==> src/rtl/div_pkg.sv <==
package div_pkg;
  typedef enum logic [1:0] {
    ST_IDLE = 2'd0,
    ST_RUN  = 2'd1,
    ST_FIX  = 2'd2
  } div_state_e;
endpackage

==> src/rtl/div_ctrl.sv <==
module div_ctrl
  import div_pkg::*;
#(
  parameter int WIDTH = 32
) (
  input  logic clk,
  input  logic rst_n,
  input  logic start,
  output logic load,
  output logic step,
  output logic finish,
  output logic busy,
  output logic done
);
  localparam int CW = (WIDTH > 2) ? $clog2(WIDTH) : 1;
  localparam logic [CW-1:0] LAST = CW'(WIDTH - 1);

  div_state_e    state;
  logic [CW-1:0] cnt;

  assign busy   = (state != ST_IDLE);
  assign load   = (state == ST_IDLE) && start;
  assign step   = (state == ST_RUN);
  assign finish = (state == ST_FIX);

  always_ff @(posedge clk or negedge rst_n) begin
    if (!rst_n) begin
      state <= ST_IDLE;
      cnt   <= '0;
      done  <= 1'b0;
    end else begin
      done <= finish;
      unique case (state)
        ST_IDLE: if (start) begin
          state <= ST_RUN;
          cnt   <= '0;
        end
        ST_RUN: begin
          cnt <= cnt + 1'b1;
          if (cnt == LAST) state <= ST_FIX;
        end
        ST_FIX:  state <= ST_IDLE;
        default: state <= ST_IDLE;
      endcase
    end
  end

  // completion pulse lasts one cycle
  a_r2_done_single: assert property (@(posedge clk) disable iff (!rst_n)
    done |=> !done);
  // handshake outputs are mutually exclusive
  a_r2_busy_done_excl: assert property (@(posedge clk) disable iff (!rst_n)
    !(busy && done));
  // done only follows the correction cycle
  a_r2_done_after_fix: assert property (@(posedge clk) disable iff (!rst_n)
    $rose(done) |-> $past(finish));
  // a running count is never restarted, whatever start does
  a_r3_count_advances: assert property (@(posedge clk) disable iff (!rst_n)
    (step && cnt != LAST) |=> (step && cnt == $past(cnt) + 1'b1));
endmodule

==> src/rtl/div_datapath.sv <==
module div_datapath #(
  parameter int WIDTH = 32
) (
  input  logic             clk,
  input  logic             rst_n,
  input  logic             load,
  input  logic             step,
  input  logic [WIDTH-1:0] num_mag,
  input  logic [WIDTH-1:0] den_mag,
  output logic [WIDTH-1:0] quo_mag,
  output logic [WIDTH-1:0] rem_mag
);
  localparam int AW = 2 * WIDTH + 1;

  logic [AW-1:0]    acc;
  logic [WIDTH-1:0] den_q;
  logic [WIDTH+1:0] trial;
  logic             trial_fits;

  function automatic logic [WIDTH+1:0] try_sub(input logic [WIDTH:0] hi,
                                               input logic [WIDTH-1:0] d);
    return {1'b0, hi} - {2'b00, d};
  endfunction

  function automatic logic [WIDTH-1:0] undo_overshift(input logic [WIDTH:0] hi);
    return hi[WIDTH:1];
  endfunction

  assign trial      = try_sub(acc[AW-1:WIDTH], den_q);
  assign trial_fits = ~trial[WIDTH+1];

  always_ff @(posedge clk or negedge rst_n) begin
    if (!rst_n) begin
      acc   <= '0;
      den_q <= '0;
    end else if (load) begin
      acc   <= {{WIDTH{1'b0}}, num_mag, 1'b0};
      den_q <= den_mag;
    end else if (step) begin
      if (trial_fits) acc <= {trial[WIDTH-1:0], acc[WIDTH-1:0], 1'b1};
      else            acc <= {acc[AW-2:0], 1'b0};
    end
  end

  assign quo_mag = acc[WIDTH-1:0];
  assign rem_mag = undo_overshift(acc[AW-1:WIDTH]);

  // a successful trial difference always fits in WIDTH bits
  a_r4_trial_width: assert property (@(posedge clk) disable iff (!rst_n)
    (step && trial_fits) |-> !trial[WIDTH]);
  // after each step the partial remainder stays below the divisor
  a_r4_partial_below_den: assert property (@(posedge clk) disable iff (!rst_n)
    (step && den_q != '0) |=> (acc[AW-1:WIDTH+1] < den_q));
endmodule

==> src/rtl/restoring_div.sv <==
module restoring_div #(
  parameter int WIDTH = 32
) (
  input  logic             clk,
  input  logic             rst_n,
  input  logic             start,
  input  logic             is_signed,
  input  logic [WIDTH-1:0] dividend,
  input  logic [WIDTH-1:0] divisor,
  output logic             busy,
  output logic             done,
  output logic [WIDTH-1:0] quotient,
  output logic [WIDTH-1:0] remainder,
  output logic             div_by_zero
);
  logic             load, step, finish;
  logic             num_neg, den_neg;
  logic [WIDTH-1:0] num_mag, den_mag, quo_mag, rem_mag;
  logic             neg_quo_q, neg_rem_q, zero_den_q;
  logic [WIDTH-1:0] raw_num_q;

  function automatic logic [WIDTH-1:0] to_mag(input logic [WIDTH-1:0] v,
                                              input logic neg);
    return neg ? (~v + 1'b1) : v;
  endfunction

  assign num_neg = is_signed & dividend[WIDTH-1];
  assign den_neg = is_signed & divisor[WIDTH-1];
  assign num_mag = to_mag(dividend, num_neg);
  assign den_mag = to_mag(divisor, den_neg);

  div_ctrl #(.WIDTH(WIDTH)) u_ctrl (
    .clk(clk), .rst_n(rst_n), .start(start), .load(load), .step(step),
    .finish(finish), .busy(busy), .done(done)
  );

  div_datapath #(.WIDTH(WIDTH)) u_dp (
    .clk(clk), .rst_n(rst_n), .load(load), .step(step),
    .num_mag(num_mag), .den_mag(den_mag), .quo_mag(quo_mag), .rem_mag(rem_mag)
  );

  always_ff @(posedge clk or negedge rst_n) begin
    if (!rst_n) begin
      neg_quo_q   <= 1'b0;
      neg_rem_q   <= 1'b0;
      zero_den_q  <= 1'b0;
      raw_num_q   <= '0;
      quotient    <= '0;
      remainder   <= '0;
      div_by_zero <= 1'b0;
    end else begin
      if (load) begin
        neg_quo_q  <= num_neg ^ den_neg;
        neg_rem_q  <= num_neg;
        zero_den_q <= (divisor == '0);
        raw_num_q  <= dividend;
      end
      if (finish) begin
        div_by_zero <= zero_den_q;
        if (zero_den_q) begin
          quotient  <= '1;
          remainder <= raw_num_q;
        end else begin
          quotient  <= to_mag(quo_mag, neg_quo_q);
          remainder <= to_mag(rem_mag, neg_rem_q);
        end
      end
    end
  end

  // a non-zero remainder of a negative dividend is negative
  a_r6_rem_follows_dividend: assert property (@(posedge clk) disable iff (!rst_n)
    (done && !div_by_zero && neg_rem_q && remainder != '0) |-> remainder[WIDTH-1]);
  // results move only on the edge that raises done
  a_r9_results_hold: assert property (@(posedge clk) disable iff (!rst_n)
    !done |-> ($stable(quotient) && $stable(remainder) && $stable(div_by_zero)));
endmodule

==> config.mk <==
export PLATFORM = sky130hd
export DESIGN_NAME = restoring_div
export DESIGN_NICKNAME = d
export VERILOG_FILES = /design/src/rtl/div_pkg.sv /design/src/rtl/div_ctrl.sv /design/src/rtl/div_datapath.sv /design/src/rtl/restoring_div.sv
export SDC_FILE = /design/constraint.sdc
export NUM_CORES = 1
export LEC_CHECK = 0
export BUFFER_PORTS_ARGS = -buffer_cell sky130_fd_sc_hd__clkbuf_2
export CAP_MARGIN = 20
export CORE_ASPECT_RATIO = 0.5
export CORE_MARGIN = 3
export CORE_UTILIZATION = 62
export CTS_BUF_LIST = sky130_fd_sc_hd__clkbuf_8
export DETAILED_ROUTE_END_ITERATION = 6
export PLACE_DENSITY = 0.91
export SYNTH_ARGS = -nofsm -noshare
export SYNTH_HDL_FRONTEND = slang
export SYNTH_SLANG_ARGS = --single-unit
==> constraint.sdc <==
create_clock -name clk -period 3.2 [get_ports clk]
set_input_delay 0.32 -clock clk [delete_from_list [all_inputs] [get_ports clk]]
set_output_delay 0.32 -clock clk [all_outputs]
set_load 0.02 [all_outputs]
* After elaboration in Yosys (flattened, before gate mapping)
Index checks and enable logic that the tools add are counted.
Cells by class: multiply operators 0, $add $sub $neg 6, reductions and logical operators 8, divide/modulo/power cells 0, bitwise operators 7, equal/unequal tests 5, $lt $le $gt $ge 0, muxes and demuxes 14, shifts and indexed selects 0
Operators by type and width (number):
- $mux W65 | 3
- $mux W32 | 6
- $add A32 B1 Y32 const B | 4
- $not A32 Y32 | 4
- $sub A33 B32 Y34 | 1
- $logic_not A32 Y1 | 1
- $pmux W5 S2 | 1
- $reduce_bool A2 Y1 | 3
- $add A5 B1 Y5 const B | 1
- $eq A5 B5 Y1 const B | 1
- $mux W5 | 1
- $mux W2 | 2
- $pmux W2 S2 | 1
- $reduce_and A2 Y1 | 2
- $and A1 B1 Y1 | 2
- $eq A2 B1 Y1 const B | 1
- $eq A2 B2 Y1 const B | 1
- $logic_not A2 Y1 | 1
- $ne A2 B1 Y1 const B | 1
- $ne A2 B2 Y1 const B | 1
- $logic_and A1 B1 Y1 | 1
- $xor A1 B1 Y1 | 1
Word-level totals: bits in latches 0, memories kept 0, bits of input ports 68, ROM bits 0, flip-flop bits (word level) 205, output and inout port bits 67, logic and storage cells 52, bits in writable memories 0

* Depth between registers and ports, before layout
depth after elaboration 4, mapped depth 14, depth with buffers taken out 13

* By module
Synthesis repeated with hierarchy kept, for this count alone.
Unflattened totals: cell total of the unflattened synthesis 1589, area total of the unflattened synthesis 13818.3 um^2
Modules (own cells, without submodules):
- restoring_div | area each 6787.8 um^2, times used 1, seq. area each 2502.4 um^2, cells an instance 783
- div_datapath | area each 6651.4 um^2, times used 1, seq. area each 2427.3 um^2, cells an instance 773
- div_ctrl | area each 379.1 um^2, times used 1, seq. area each 200.2 um^2, cells an instance 33

* Worst setup path before layout
OpenSTA, ideal clock, no wires.
path type flip-flop to flip-flop, start reg u_dp.acc[54], end reg u_dp.acc[37], stages on the path, launching flop included 11, setup slack 0.278 ns, data required time 3.066 ns, clock period less this slack 2.922 ns, data arrival time 2.788 ns, setup time 0.134 ns, buffers on the path 2, cells stage by stage dfrtp_1 > ha_1 > clkbuf_1 > nand2_1 > or3_1 > nor4_1 > a21oi_1 > o31ai_2 > buf_2 > mux2i_1 > o21ai_0
Between the ends: longest elaborated chain between the ends 4
RTL lines:
- start: declaration | line div_datapath.sv:15 | logic [AW-1:0] acc;
- start signal: assignment | line div_datapath.sv:37 | acc <= {{WIDTH{1'b0}}, num_mag, 1'b0};
- start signal: assignment | line div_datapath.sv:40 | if (trial_fits) acc <= {trial[WIDTH-1:0], acc[WIDTH-1:0], 1'b1};
- start signal: assignment | line div_datapath.sv:41 | else acc <= {acc[AW-2:0], 1'b0};
- $sub A33 B32 Y34 | line div_datapath.sv:22 | return {1'b0, hi} - {2'b00, d};
- $mux W65 | line div_datapath.sv:40
- $mux W65 | line div_datapath.sv:39 | end else if (step) begin
- $mux W65 | line div_datapath.sv:36 | end else if (load) begin
Every way passes these cells. The select of a mux whose other input is x is not followed. A chain may end at the register's enable or synchronous reset.

* Worst setup path in the final report
start in dividend[8], end reg u_dp.acc[32]
Between the ends: longest elaborated chain between the ends 4
RTL lines:
- start: declaration | line restoring_div.sv:8 | input logic [WIDTH-1:0] dividend,
- $not A32 Y32 | line restoring_div.sv:24 | return neg ? (~v + 1'b1) : v;
- $add A32 B1 Y32 | line restoring_div.sv:24
- $mux W32 | line restoring_div.sv:24
- $mux W65 | line div_datapath.sv:36
Every way passes these cells.

==> reports/qor.log <==
qor: outcome.status completed
qor: timing.worstMarginPinSlew 1040 ps
qor: detailed_routing.totalWireLength 34.6 mm
qor: clock_network.cts_setup_buffers 0
qor: cells_and_area.area_delta_synth_final 15.5%
qor: yosys.synth_flop_cell sky130_fd_sc_hd__dfrtp_1
qor: global_route.grt_first_pass_wirelength 56.5 mm
qor: yosys.yosysUniqueCellTypes 60
qor: global_route.number_of_global_route_vias_before_repair 11.2k
qor: timing.relSlewSlack 30.3%
qor: setup_path.worstPathArrival 3560 ps
qor: detailed_routing.highest_layer met4
qor: timing.layout_min_cycle_time 3130 ps
qor: detailed_routing.met3_wirelength 3.37 mm
qor: cells_and_area.nets 1742
qor: yosys.average_instance_area_after_synthesis 8.38 sq um
qor: setup_path.path_cells dlygate4sd3_1 -> clkbuf_2 -> or4_1 -> or4_1 -> or3_1 -> nor3b_2 -> nand2_1 -> nor2_1 -> a21boi_0 -> o22ai_2
qor: setup_path.worst-endpoint-required 3630 ps
qor: setup_path.setup.worst_path.class input pin to register
qor: floorplan.die_y 106 um
qor: timing.fmax 319 MHz
qor: power_and_ir_drop.power.density_cell_area 1060 nW/um^2
qor: detailed_routing.drtIter0Drc 1102
qor: yosys.synth_fa_ha_area_share 3.98%
qor: detailed_routing.first_pass_iters 6
qor: yosys.synth_edf_count 0
qor: placed_design.port_buffers 134
qor: detailed_routing.via_count 11.6k
qor: clock_network.numCtsBuffers 30
qor: power_and_ir_drop.p_total 15300 uW
qor: timing.finalHoldWorstSlack 38.6 ps
qor: global_route.initial_antenna_violation_count 0
qor: yosys.combinational_family_with_the_most_area_after_synthesis compound AO/OA/AOI/OAI gates
qor: cells_and_area.antennaDiodeCount 0
qor: yosys.synth.net_count 1593
qor: global_route.all_layer_global_routing_usage 31.6%
qor: clock_network.tritoncts built
qor: floorplan.core 19000 sq um
qor: floorplan.floorplan.io_pins 135
qor: global_route.global_route.overflow_total 0
qor: timing.setup_viol 0
qor: clock_network.htree_levels 1
qor: timing.timing.clock.skew 35.7 ps
qor: clock_network.cts_buffer_depth 3
qor: floorplan.dieWidth 206 um
qor: yosys.postSynth.asyncResetShare 100%
qor: setup_path.critPathMostFrequentCell sky130_fd_sc_hd__or4_1
qor: placed_design.placement.cell_area 13500 sq um
qor: clock_network.clkSlewWorstSetupHoldPaths 70 ps
qor: power_and_ir_drop.power.static_leakage 0.00677 uW
qor: placed_design.dpl.hpwl 24.3 mm
qor: yosys.synth-xor-area-share 10.3%
qor: setup_path.worstPathMaxFanout 4
qor: floorplan.die_area 21900 sq um
qor: yosys.post_synth_instance_area 12500 sq um
qor: detailed_routing.antenna_violating_nets_post_route 0
qor: floorplan.floorplan.initialDensity 65.4%
qor: cells_and_area.final_util 75.5%
qor: yosys.synth-warning-count 0
qor: detailed_routing.drc_errors 0
qor: cells_and_area.finalInstanceArea 14400 sq um
qor: setup_path.critPathSlowestCell sky130_fd_sc_hd__or4_1
qor: yosys.synth.area.mux_share 1.77%
qor: yosys.synth_simple_gate_area_share 19.2%
qor: clock_network.clk_latency_worst_skew_pair 590 ps
qor: setup_path.timing.critical_path.from_type input pin
qor: timing.final_worst_path_cycle_share 97.8%
qor: yosys.synth-compound-area-share 19.6%
qor: setup_path.timing.critical_path.to_type register
qor: placed_design.finalWeightedCongestion 0.958
qor: yosys.synth_seq_area_share 41.2%
qor: floorplan.fp-row-count 35
qor: timing.rsz0062_at_grt false
qor: timing.drv_slew 0
qor: detailed_routing.vias_per_cell 6.06
qor: detailed_routing.m1WireLength 14.6 mm
qor: yosys.synth_cells 1486
qor: job.maxCapViolCount 0
qor: detailed_routing.wire_per_inst 18.1 um
qor: setup_path.critical_path.max_stage_delay 600 ps
qor: detailed_routing.met2RoutedLength 15.4 mm
qor: global_route.grt_start_max_net_pins 76
qor: clock_network.clock_sinks 205
qor: clock_network.clk_root_buffer_cell sky130_fd_sc_hd__clkbuf_8
qor: timing.setup_total_negative_slack 0 ps
qor: cells_and_area.drive_gt1_share 14.7%
qor: worst_hold_path.hold_path_class input pin to register
qor: power_and_ir_drop.peakVddDrop 0.535 mV
qor: yosys.postSynthRegisterBits 205
qor: timing.hold_vio_cnt_final 0
==> final cells by class <==
type                       instances  area, sq um
clock buffer                      38          523
timing repair buffer             194         1220
fill                            1332         4660
clock inverter                    16          101
sequential                       205         5130
tap                              259          324
multi-input combinational       1151         6890
inverter                          53          199
==> stage by stage <==
stage	setup WS [ps]	cells
floorplan	278	1486
global placement	21.1	1839
detailed placement	-48.4	1839
CTS	25.5	1916
global route	16.7	1916
finish	69.4	1916
==> flip-flops by register name, indices dropped and copies added (netlist names) <==
| register | cells |
|---|---|
| u_ctrl.done | 1 |
| u_dp.acc | 65 |
| neg_quo_q | 1 |
| u_ctrl.cnt | 5 |
| raw_num_q | 32 |
| neg_rem_q | 1 |
| zero_den_q | 1 |
| u_ctrl.state | 2 |
| remainder | 32 |
| quotient | 32 |
| u_dp.den_q | 32 |
| div_by_zero | 1 |
==> report_power, final <==
group	leakage, uW	switching [uW]	internal [uW]
Sequential	0.00249	1140	3610
Clock	0.000366	1040	1150
Combinational	0.00391	4830	3540
==> metal layers <==
layer	up-vias	track usage (%)
met5	-	0
met4	0	10.4
met3	118	5.66
met2	615	50.2
met1	5424	44.2
li1	5460	-
==> timing repair <==
action / 4_1_cts / 5_1_grt
resized for setup: 0 / 5
hold buffers: 23 / 0
endpoints found under the setup margin: 0 / 30
endpoints found under the hold margin: 84 / 0
==> worst max-delay path, delay by kind of cell <==
family          cells  cell delay [ps]
buf+inv             2              670
simple gates        6             2090
compound gates      2              470
==> cells by family after synthesis <==
kind of cell,Yosys count
multiplexers,22
AND/OR/NAND/NOR,540
buffers and inverters,130
adder cells (fa/ha/maj),39
XOR/XNOR,146
flip-flops,205
AO/OA/AOI/OAI,404
==> synthesized netlist by cell type (all sizes together) (9+ instances only) <==
master,instances,area (sq um)
a21o,11,82.6
a21oi,100,500
a31oi,28,175
and3,15,93.8
buf,12,48.8
clkbuf,65,244
dfrtp,205,5130
ha,38,475
inv,53,199
mux2i,22,220
nand2,314,1180
nand2b,13,81.3
nand3,14,70.1
nor2,99,372
nor3,19,95.1
nor4,13,96.3
o21ai,166,831
o22a,25,219
o31ai,23,191
o41ai,13,114
or3,9,61.3
or4,12,109
xnor2,81,709
xor2,65,569
==> cell usage in the layout (no fill, tap or decap), types with 28 or more instances in the layout <==
master and instances:
sky130_fd_sc_hd__inv_1 65, sky130_fd_sc_hd__xnor2_1 81, sky130_fd_sc_hd__nor2_1 99, sky130_fd_sc_hd__a31oi_1 28, sky130_fd_sc_hd__o21ai_0 163, sky130_fd_sc_hd__dfrtp_1 204, sky130_fd_sc_hd__clkbuf_2 133, sky130_fd_sc_hd__ha_1 38
sky130_fd_sc_hd__clkbuf_8 39, sky130_fd_sc_hd__xor2_1 65, sky130_fd_sc_hd__nand2_1 313, sky130_fd_sc_hd__a21oi_1 99, sky130_fd_sc_hd__buf_4 34
==> final timing paths <==
check / to / from / slack, ps / cells after the start
setup / recovery: u_dp.acc[32] / dividend[8] / 70 / 10
hold reg to reg: quotient[0] / quotient[0] / 470 / 2
setup reg to reg: remainder[29] / u_dp.acc[47] / 170 / 9
max in group asynchronous: u_dp.acc[64] / rst_n / 2070 / 3
min in group asynchronous: raw_num_q[2] / rst_n / 280 / 2
hold / removal: u_dp.den_q[1] / divisor[1] / 40 / 3
Power figures use the tool's default switching activity.
